File: src/rtl/fts_pkg.sv
package fts_pkg;
    localparam int BEAT_W = 2;
    typedef logic [BEAT_W-1:0] beat_t;

    typedef enum logic {
        ORD_LINEAR     = 1'b0,
        ORD_INTERLEAVE = 1'b1
    } order_e;

    // Low address bits of a beat within its aligned group of four
    function automatic beat_t beat_offset(input beat_t start, input beat_t cnt, input order_e ord);
        beat_t r;
        if (ord == ORD_INTERLEAVE) r = start ^ cnt;
        else                       r = beat_t'(start + cnt);
        return r;
    endfunction
endpackage

File: src/rtl/fts_burst_ctl.sv
module fts_burst_ctl
    import fts_pkg::*;
#(
    parameter int AW = 6
) (
    input  logic          clk,
    input  logic          rst_n,
    input  logic [AW-1:0] addr,
    input  logic          chip_en,
    input  logic          addr_ld_cpu,
    input  logic          addr_ld_ctl,
    input  logic          burst_step,
    output logic          sel_q,
    output logic [AW-1:0] base_q,
    output beat_t         cnt_q
);
    typedef struct packed {
        logic          sel;
        logic [AW-1:0] base;
        beat_t         cnt;
    } ctl_t;

    ctl_t s_d, s_q;
    logic load_d;

    always_comb begin
        s_d    = s_q;
        load_d = addr_ld_ctl || (addr_ld_cpu && chip_en);
        if (load_d) begin
            s_d.sel  = chip_en;
            s_d.base = addr;
            s_d.cnt  = '0;
        end else if (burst_step) begin
            s_d.cnt = beat_t'(s_q.cnt + 1'b1);
        end
    end

    always_ff @(posedge clk) begin
        if (!rst_n) s_q <= '0;
        else        s_q <= s_d;
    end

    assign sel_q  = s_q.sel;
    assign base_q = s_q.base;
    assign cnt_q  = s_q.cnt;
endmodule

File: src/rtl/fts_addr_seq.sv
module fts_addr_seq
    import fts_pkg::*;
#(
    parameter int AW = 6
) (
    input  logic [AW-1:0] base,
    input  beat_t         cnt,
    input  logic          order_sel,
    output logic [AW-1:0] word_addr
);
    localparam int HI_W = AW - BEAT_W;

    logic [HI_W-1:0] hi;
    beat_t           lo;

    always_comb begin
        hi        = base[AW-1:BEAT_W];
        lo        = beat_offset(base[BEAT_W-1:0], cnt, order_e'(order_sel));
        word_addr = {hi, lo};
    end
endmodule

File: src/rtl/fts_lane_array.sv
module fts_lane_array #(
    parameter int AW = 6,
    parameter int LW = 9
) (
    input  logic          clk,
    input  logic          we,
    input  logic [AW-1:0] addr,
    input  logic [LW-1:0] wdata,
    output logic [LW-1:0] rdata
);
    localparam int DEPTH = 1 << AW;

    logic [LW-1:0] mem_q [DEPTH];

    always_ff @(posedge clk) begin
        if (we) mem_q[addr] <= wdata;
    end

    assign rdata = mem_q[addr];
endmodule

File: src/rtl/fts_burst_ram.sv
module fts_burst_ram
    import fts_pkg::*;
#(
    parameter int AW     = 6,
    parameter int NBYTES = 4,
    parameter int BYTE_W = 8
) (
    input  logic                           clk,
    input  logic                           rst_n,
    input  logic [AW-1:0]                  addr,
    input  logic                           chip_en,
    input  logic                           addr_ld_cpu,
    input  logic                           addr_ld_ctl,
    input  logic                           burst_step,
    input  logic                           wr_global,
    input  logic                           wr_byte_master,
    input  logic [NBYTES-1:0]              wr_byte_sel,
    input  logic [NBYTES*(BYTE_W+1)-1:0]   wdata,
    input  logic                           out_en,
    input  logic                           order_sel,
    output logic [NBYTES*(BYTE_W+1)-1:0]   rd_data,
    output logic                           rd_drive
);
    localparam int LANE_W = BYTE_W + 1;
    localparam int DW     = NBYTES * LANE_W;

    logic          sel_q;
    logic [AW-1:0] base_q;
    beat_t         cnt_q;
    logic [AW-1:0] word_addr;
    logic [NBYTES-1:0] lane_we;
    logic [DW-1:0] rd_word;

    fts_burst_ctl #(.AW(AW)) u_ctl (
        .clk         (clk),
        .rst_n       (rst_n),
        .addr        (addr),
        .chip_en     (chip_en),
        .addr_ld_cpu (addr_ld_cpu),
        .addr_ld_ctl (addr_ld_ctl),
        .burst_step  (burst_step),
        .sel_q       (sel_q),
        .base_q      (base_q),
        .cnt_q       (cnt_q)
    );

    fts_addr_seq #(.AW(AW)) u_seq (
        .base      (base_q),
        .cnt       (cnt_q),
        .order_sel (order_sel),
        .word_addr (word_addr)
    );

    for (genvar g = 0; g < NBYTES; g++) begin : g_lane
        assign lane_we[g] = sel_q && (wr_global || (wr_byte_master && wr_byte_sel[g]));

        fts_lane_array #(.AW(AW), .LW(LANE_W)) u_lane (
            .clk   (clk),
            .we    (lane_we[g]),
            .addr  (word_addr),
            .wdata (wdata[g*LANE_W +: LANE_W]),
            .rdata (rd_word[g*LANE_W +: LANE_W])
        );
    end

    always_comb begin
        rd_drive = out_en && sel_q;
        rd_data  = rd_drive ? rd_word : '0;
    end
endmodule


File: config.mk
export PLATFORM = sky130hd
export DESIGN_NAME = fts_burst_ram
export DESIGN_NICKNAME = d
export VERILOG_FILES = /design/src/rtl/fts_pkg.sv /design/src/rtl/fts_burst_ctl.sv /design/src/rtl/fts_addr_seq.sv /design/src/rtl/fts_lane_array.sv /design/src/rtl/fts_burst_ram.sv
export SDC_FILE = /design/constraint.sdc
export NUM_CORES = 2
export LEC_CHECK = 0
export BUFFER_PORTS_ARGS = -buffer_cell sky130_fd_sc_hd__buf_2
export CAP_MARGIN = 20
export CORE_MARGIN = 1.5
export CORE_UTILIZATION = 48
export DETAILED_ROUTE_END_ITERATION = 6
export PLACE_DENSITY_LB_ADDON = 0.08
export SETUP_SLACK_MARGIN = 0.4
export SLEW_MARGIN = 20
export SYNTH_ARGS = -nofsm -noshare
export SYNTH_HDL_FRONTEND = slang
export SYNTH_SLANG_ARGS = --single-unit
File: constraint.sdc
create_clock -name clk -period 8 [get_ports clk]
set_clock_uncertainty 0.05 [all_clocks]
set_input_delay 0.8 -clock clk [delete_from_list [all_inputs] [get_ports clk]]
set_output_delay 0.8 -clock clk [all_outputs]
set_load 0.05 [all_outputs]
# Word-level counts from Yosys, hierarchy flattened

Memories as Yosys holds them, arrays and structs flattened.
Cells that the tools add are included.

Reductions and logical operators: 16
Bitwise logic cells: 2
Mux-type cells: 10
Add/sub/neg operators: 2

Operator list:

| kind                | number |
|---|---|
| $mux 36             | 1 |
| $logic_and 1x1->1   | 10 |
| $mux 1              | 8 |
| $logic_or 1x1->1    | 5 |
| $add 2x1->2 const B | 1 |
| $add 2x2->2         | 1 |
| $mux 2              | 1 |
| $reduce_or 2->1     | 1 |
| $xor 2x2->2         | 1 |
| $not 1->1           | 1 |

Bits of input ports: 56
Output and inout bits: 37
Register bits after elaboration: 9
Memories kept: 4
Bits in writable memories: 2304

Memory list:

| name                   | words | bits a word | rd ports | clocked after memory_dff | write ports | line                 | source |
|---|---|---|---|---|---|---|---|
| g_lane[0].u_lane.mem_q | 64    | 9           | 1        | 0                        | 1           | fts_lane_array.sv:13 | `logic [LW-1:0] mem_q [DEPTH];` |
| g_lane[1].u_lane.mem_q | 64    | 9           | 1        | 0                        | 1           | fts_lane_array.sv:13 |  |
| g_lane[2].u_lane.mem_q | 64    | 9           | 1        | 0                        | 1           | fts_lane_array.sv:13 |  |
| g_lane[3].u_lane.mem_q | 64    | 9           | 1        | 0                        | 1           | fts_lane_array.sv:13 |  |

# Longest topological paths before layout

Word-level depth: 5
Mapped depth: 12
Depth with buffers taken out: 8

# Cells and area by module

Synthesis repeated with hierarchy kept, for this count alone.

Cell total of the unflattened synthesis: 5374
Area total of the unflattened synthesis: 90783.3 sq um

By module, submodules not included:

| module         | cells each | sequential area each (sq um) | area an instance (sq um) | instances |
|---|---|---|---|---|
| fts_lane_array | 1319       | 17296.6                      | 22496.6                  | 4 |
| fts_burst_ctl  | 37         | 180.2                        | 369.1                    | 1 |
| fts_burst_ram  | 52         | 0.0                          | 357.8                    | 1 |
| fts_addr_seq   | 9          | 0.0                          | 70.1                     | 1 |

# Worst setup path before layout

No wires, ideal clock.

Kind: input -> output
Start: in order_sel
End: out rd_data[0]
Setup slack: 3306 ps
Required time: 7150 ps
Cell stages on the path: 10
Arrival time: 3844 ps
Cells stage by stage: nor2b_1 xnor2_2 buf_6 buf_4 buf_2 mux2i_1 o221ai_1 a31oi_1 o22ai_1 nor4_1

Cells in the longest elaborated chain, start to end: 3

RTL lines:

| item         | line                | source |
|---|---|---|
| from (decl)  | fts_burst_ram.sv:20 | `input logic order_sel,` |
| $mux 2       | fts_pkg.sv:13       | `if (ord == ORD_INTERLEAVE) r = start ^ cnt;` |
| $mem_v2 64x9 | -                   |  |
| $mux 36      | fts_burst_ram.sv:68 | `rd_data = rd_drive ? rd_word : '0;` |
| to (decl)    | fts_burst_ram.sv:21 | `output logic [NBYTES*(BYTE_W+1)-1:0] rd_data,` |

Every way passes these cells.

# Worst setup path in the final report

Start: reg u_ctl.s_q, in the netlist u_ctl.cnt_q[0]
End: out rd_data[24]

Cells in the longest elaborated chain, start to end: 4

RTL lines:

| item                                       | line                         | source |
|---|---|---|
| from (decl)                                | fts_burst_ctl.sv:23          | `ctl_t s_d, s_q;` |
| from (signal assigned)                     | fts_burst_ctl.sv:39          | `if (!rst_n) s_q <= '0;` |
| from (signal assigned)                     | fts_burst_ctl.sv:40          | `else s_q <= s_d;` |
| $add 2x2->2 or $xor 2x2->2 (tied branches) | fts_pkg.sv:14, fts_pkg.sv:13 |  |
| $mux 2 (*)                                 | fts_pkg.sv:13                |  |
| $mem_v2 64x9 (*)                           | -                            |  |
| $mux 36 (*)                                | fts_burst_ram.sv:68          |  |

Mark *: on every way between the ends. The rest lies on a longest branch, timed or not.

==> impl_metrics.ini <==
[placed_design]
place_congestion = 0.815
portBuffers = 92
dp_hpwl_um = 149000
dp.cells = 7850
place_area_um2 = 93000

[yosys]
synthTopCellsByArea = edfxtp_1 77%, mux4_2 3.7%, nand2_1 2.6%, mux2_2 2.3%, nor2_1 1.6%
ys_types = 53
ys_seq_elements = 2313
syn_area_per_cell_um2 = 16.2
yosysTopAreaCell = edfxtp_1
synth_flop_cell = edfxtp_1
syn-cell-area_um2 = 89700
synth_nets = 5584
synth_top_area_share_pct = 77.1
synth-edff-count = 2304
synth_cells = 5527
ys_seq_area_share_pct = 77.3
async_flop_share_pct = 0
yosys_warnings = 0

[critical_path]
worstPathRequired_ps = 7150
worst_path_most_repeated_cell = buf_4
worstSetupEndpointType = primary output
critPathKind = flip-flop to primary output
reg2reg_from = u_ctl.cnt_q[0]
reg2reg_depth = 7
cp_slowest_cell = ha_4
cp.arrival_ps = 5720
r2r_slack_ps = 2940
cp_slowest_stage_delay_ps = 870
path_cells = ha_4 > nand2b_4 > buf_4 > o221ai_2 > o21ai_1 > a21oi_1 > or4_1 > nor4_1 > buf_4 > buf_2
worstPathMaxFanout = 46
cp-start-kind = flip-flop
rr_endpoint = g_lane[3].u_lane.mem_q[1][2]

[floorplan]
initial_core_util_pct = 48.3
die_w_um = 435
die-height_um = 435
rows = 158
die_area_um2 = 190000
io_pins = 93
core_um2 = 186000

[clock_network]
clk_latency_ps = 860
postCtsHoldBufs = 0
postCtsResizedCells = 0
cts_tree = built
root_buffer = clkbuf_16
numCtsBuffers = 228
cts.sinks = 2313
clockBufferDepth = 3
cts_setup_buffers = 0
h-tree-depth = 4
cts.clk_slew.worst_paths_ps = 60

[final_layout]
final_area_um2 = 100000
layout_common_cells = 2304 x edfxtp_1, 605 x nand2_1, 359 x nor2_1
final_common_cell = edfxtp_1
drive_gt1_share_pct = 15.9
instances_no_fill = 8268
nets = 5659
synthToLayoutAreaGrowth_pct = 11.5

[routing]
wl_per_cell_um = 30.7
drt-initial-drc-count = 6197
ant_nets = 0
topRoutingLayerUsed = met5
drt_wl_total_um = 254000
dr_wl_met2_um = 118000
drc = 1
wl_met1_um = 110000
vias = 50800
first_pass_iters = 7
wl_met3_um = 18600
via_per_inst = 6.14

[power_and_ir_drop]
power_density_nw_per_um2 = 252
peakVddDrop_mv = 0.180
leakage_nw = 30.9

[grt]
antenna_found_initial = 13
grt_pass1_vias = 48500
track_usage_pct = 26.5
grt_first_pass_wirelength_um = 363000
grt_max_degree = 150
overflow = 0

[status]
status = finished, violations left
violations = DRC

[hold_path]
hold_path_depth = 3
worstHoldStart = addr[1]
hp-class = input port to flip-flop
min_to = u_ctl.base_q[1]

[sta]
post-route-min-period_ps = 6570
max_slew.worst_pin.slew_ps = 1160
rsz0062_at_grt = no
drv_slew = 0
setup_viol = 0
relSlewSlack_pct = 22.4
hold_viol_final = 0
final.setup.tns_ps = 0
hold_slack_ps = 138
max_freq_ghz = 0.152
fin_crit_sh_pct = 82.2

[flow_run]
cap_violations = 0
## cell usage after synthesis (62+ instances only)
| cell type | n |
|---|---|
| a211oi_1 | 62 |
| a21oi_1 | 77 |
| buf_2 | 134 |
| clkbuf_1 | 196 |
| edfxtp_1 | 2304 |
| mux2_2 | 186 |
| mux2i_1 | 86 |
| mux4_2 | 149 |
| nand2_1 | 618 |
| nand3_1 | 253 |
| nand4_1 | 94 |
| nor2_1 | 388 |
| nor2b_1 | 68 |
| nor3_1 | 164 |
| o21ai_0 | 222 |
| o221ai_1 | 157 |
| o22ai_1 | 138 |
## worst max-delay path, delay by kind of cell (launching register included)
kind                       cells  cell delay [ps]
AOI/OAI and AO/OA              3              520
adders and majority gates      1              870
buffers and inverters          3             1060
DFF                            1              350
and+or+nand+nor                3             1960
## kinds of logic after synthesis
kind of cell / Yosys count / share of synthesized area [%]
AO/OA/AOI/OAI: 728 / 5.36
XOR/XNOR: 5 / 0.0655
adder cells (fa/ha/maj): 1 / 0.0139
buffers and inverters: 368 / 1.80
flip-flops: 2313 / 77.3
multiplexers: 421 / 7.03
AND/OR/NAND/NOR: 1691 / 8.41
## final cells by class
class | instances | area (um^2)
flip-flops and latches | 2313 | 69400
diodes | 3 | 7.51
clock inverters | 131 | 1070
well taps | 2480 | 3100
clock buffers | 282 | 5970
repair buffers | 211 | 1550
inverters | 2 | 10.0
fillers | 14700 | 85600
multi-input cells | 2846 | 19000
## per-stage QoR
stage / utilization [%] / total power, mW / worst slack, ps
6_report: 53.9 / 25.2 / 1430
5_1_grt: 53.9 / 25.9 / 1270
4_1_cts: 53.9 / 25.4 / 1340
3_5_place_dp: 50.1 / 15.2 / 2270
3_3_place_gp: 50.0 / 15.2 / 2220
2_1_floorplan: - / 14.5 / 3310
## sequential cells by signal (all words and copies together) (netlist names)
signal	cells
g_lane.u_lane.mem_q	2304
u_ctl.sel_q	1
u_ctl.cnt_q	2
u_ctl.base_q	6
## how the worst max path moves through the flow
stage	to	start	depth (start not counted)	slack [ps]
2_1_floorplan	rd_data[0]	order_sel	10	3310
3_3_place_gp	rd_data[12]	order_sel	10	2220
3_5_place_dp	rd_data[12]	order_sel	10	2270
4_1_cts	rd_data[24]	u_ctl.cnt_q[0]	10	1340
5_1_grt	rd_data[24]	u_ctl.cnt_q[0]	10	1270
6_report	rd_data[24]	u_ctl.cnt_q[0]	10	1430
## where the power goes
group | total, mW | switching (mW) | leakage, nW | internal [mW]
clock network | 10.3 | 4.50 | 3.44 | 5.77
logic | 1.59 | 1.14 | 6.63 | 0.447
registers | 13.4 | 0.0139 | 20.8 | 13.4
## metal layers
layer,track usage [%],up-vias
met5,0,-
met1,39.5,26400
li1,-,21900
met4,8.00,6
met2,40.8,2123
met3,3.77,380
(Power assumes the default switching activity.)
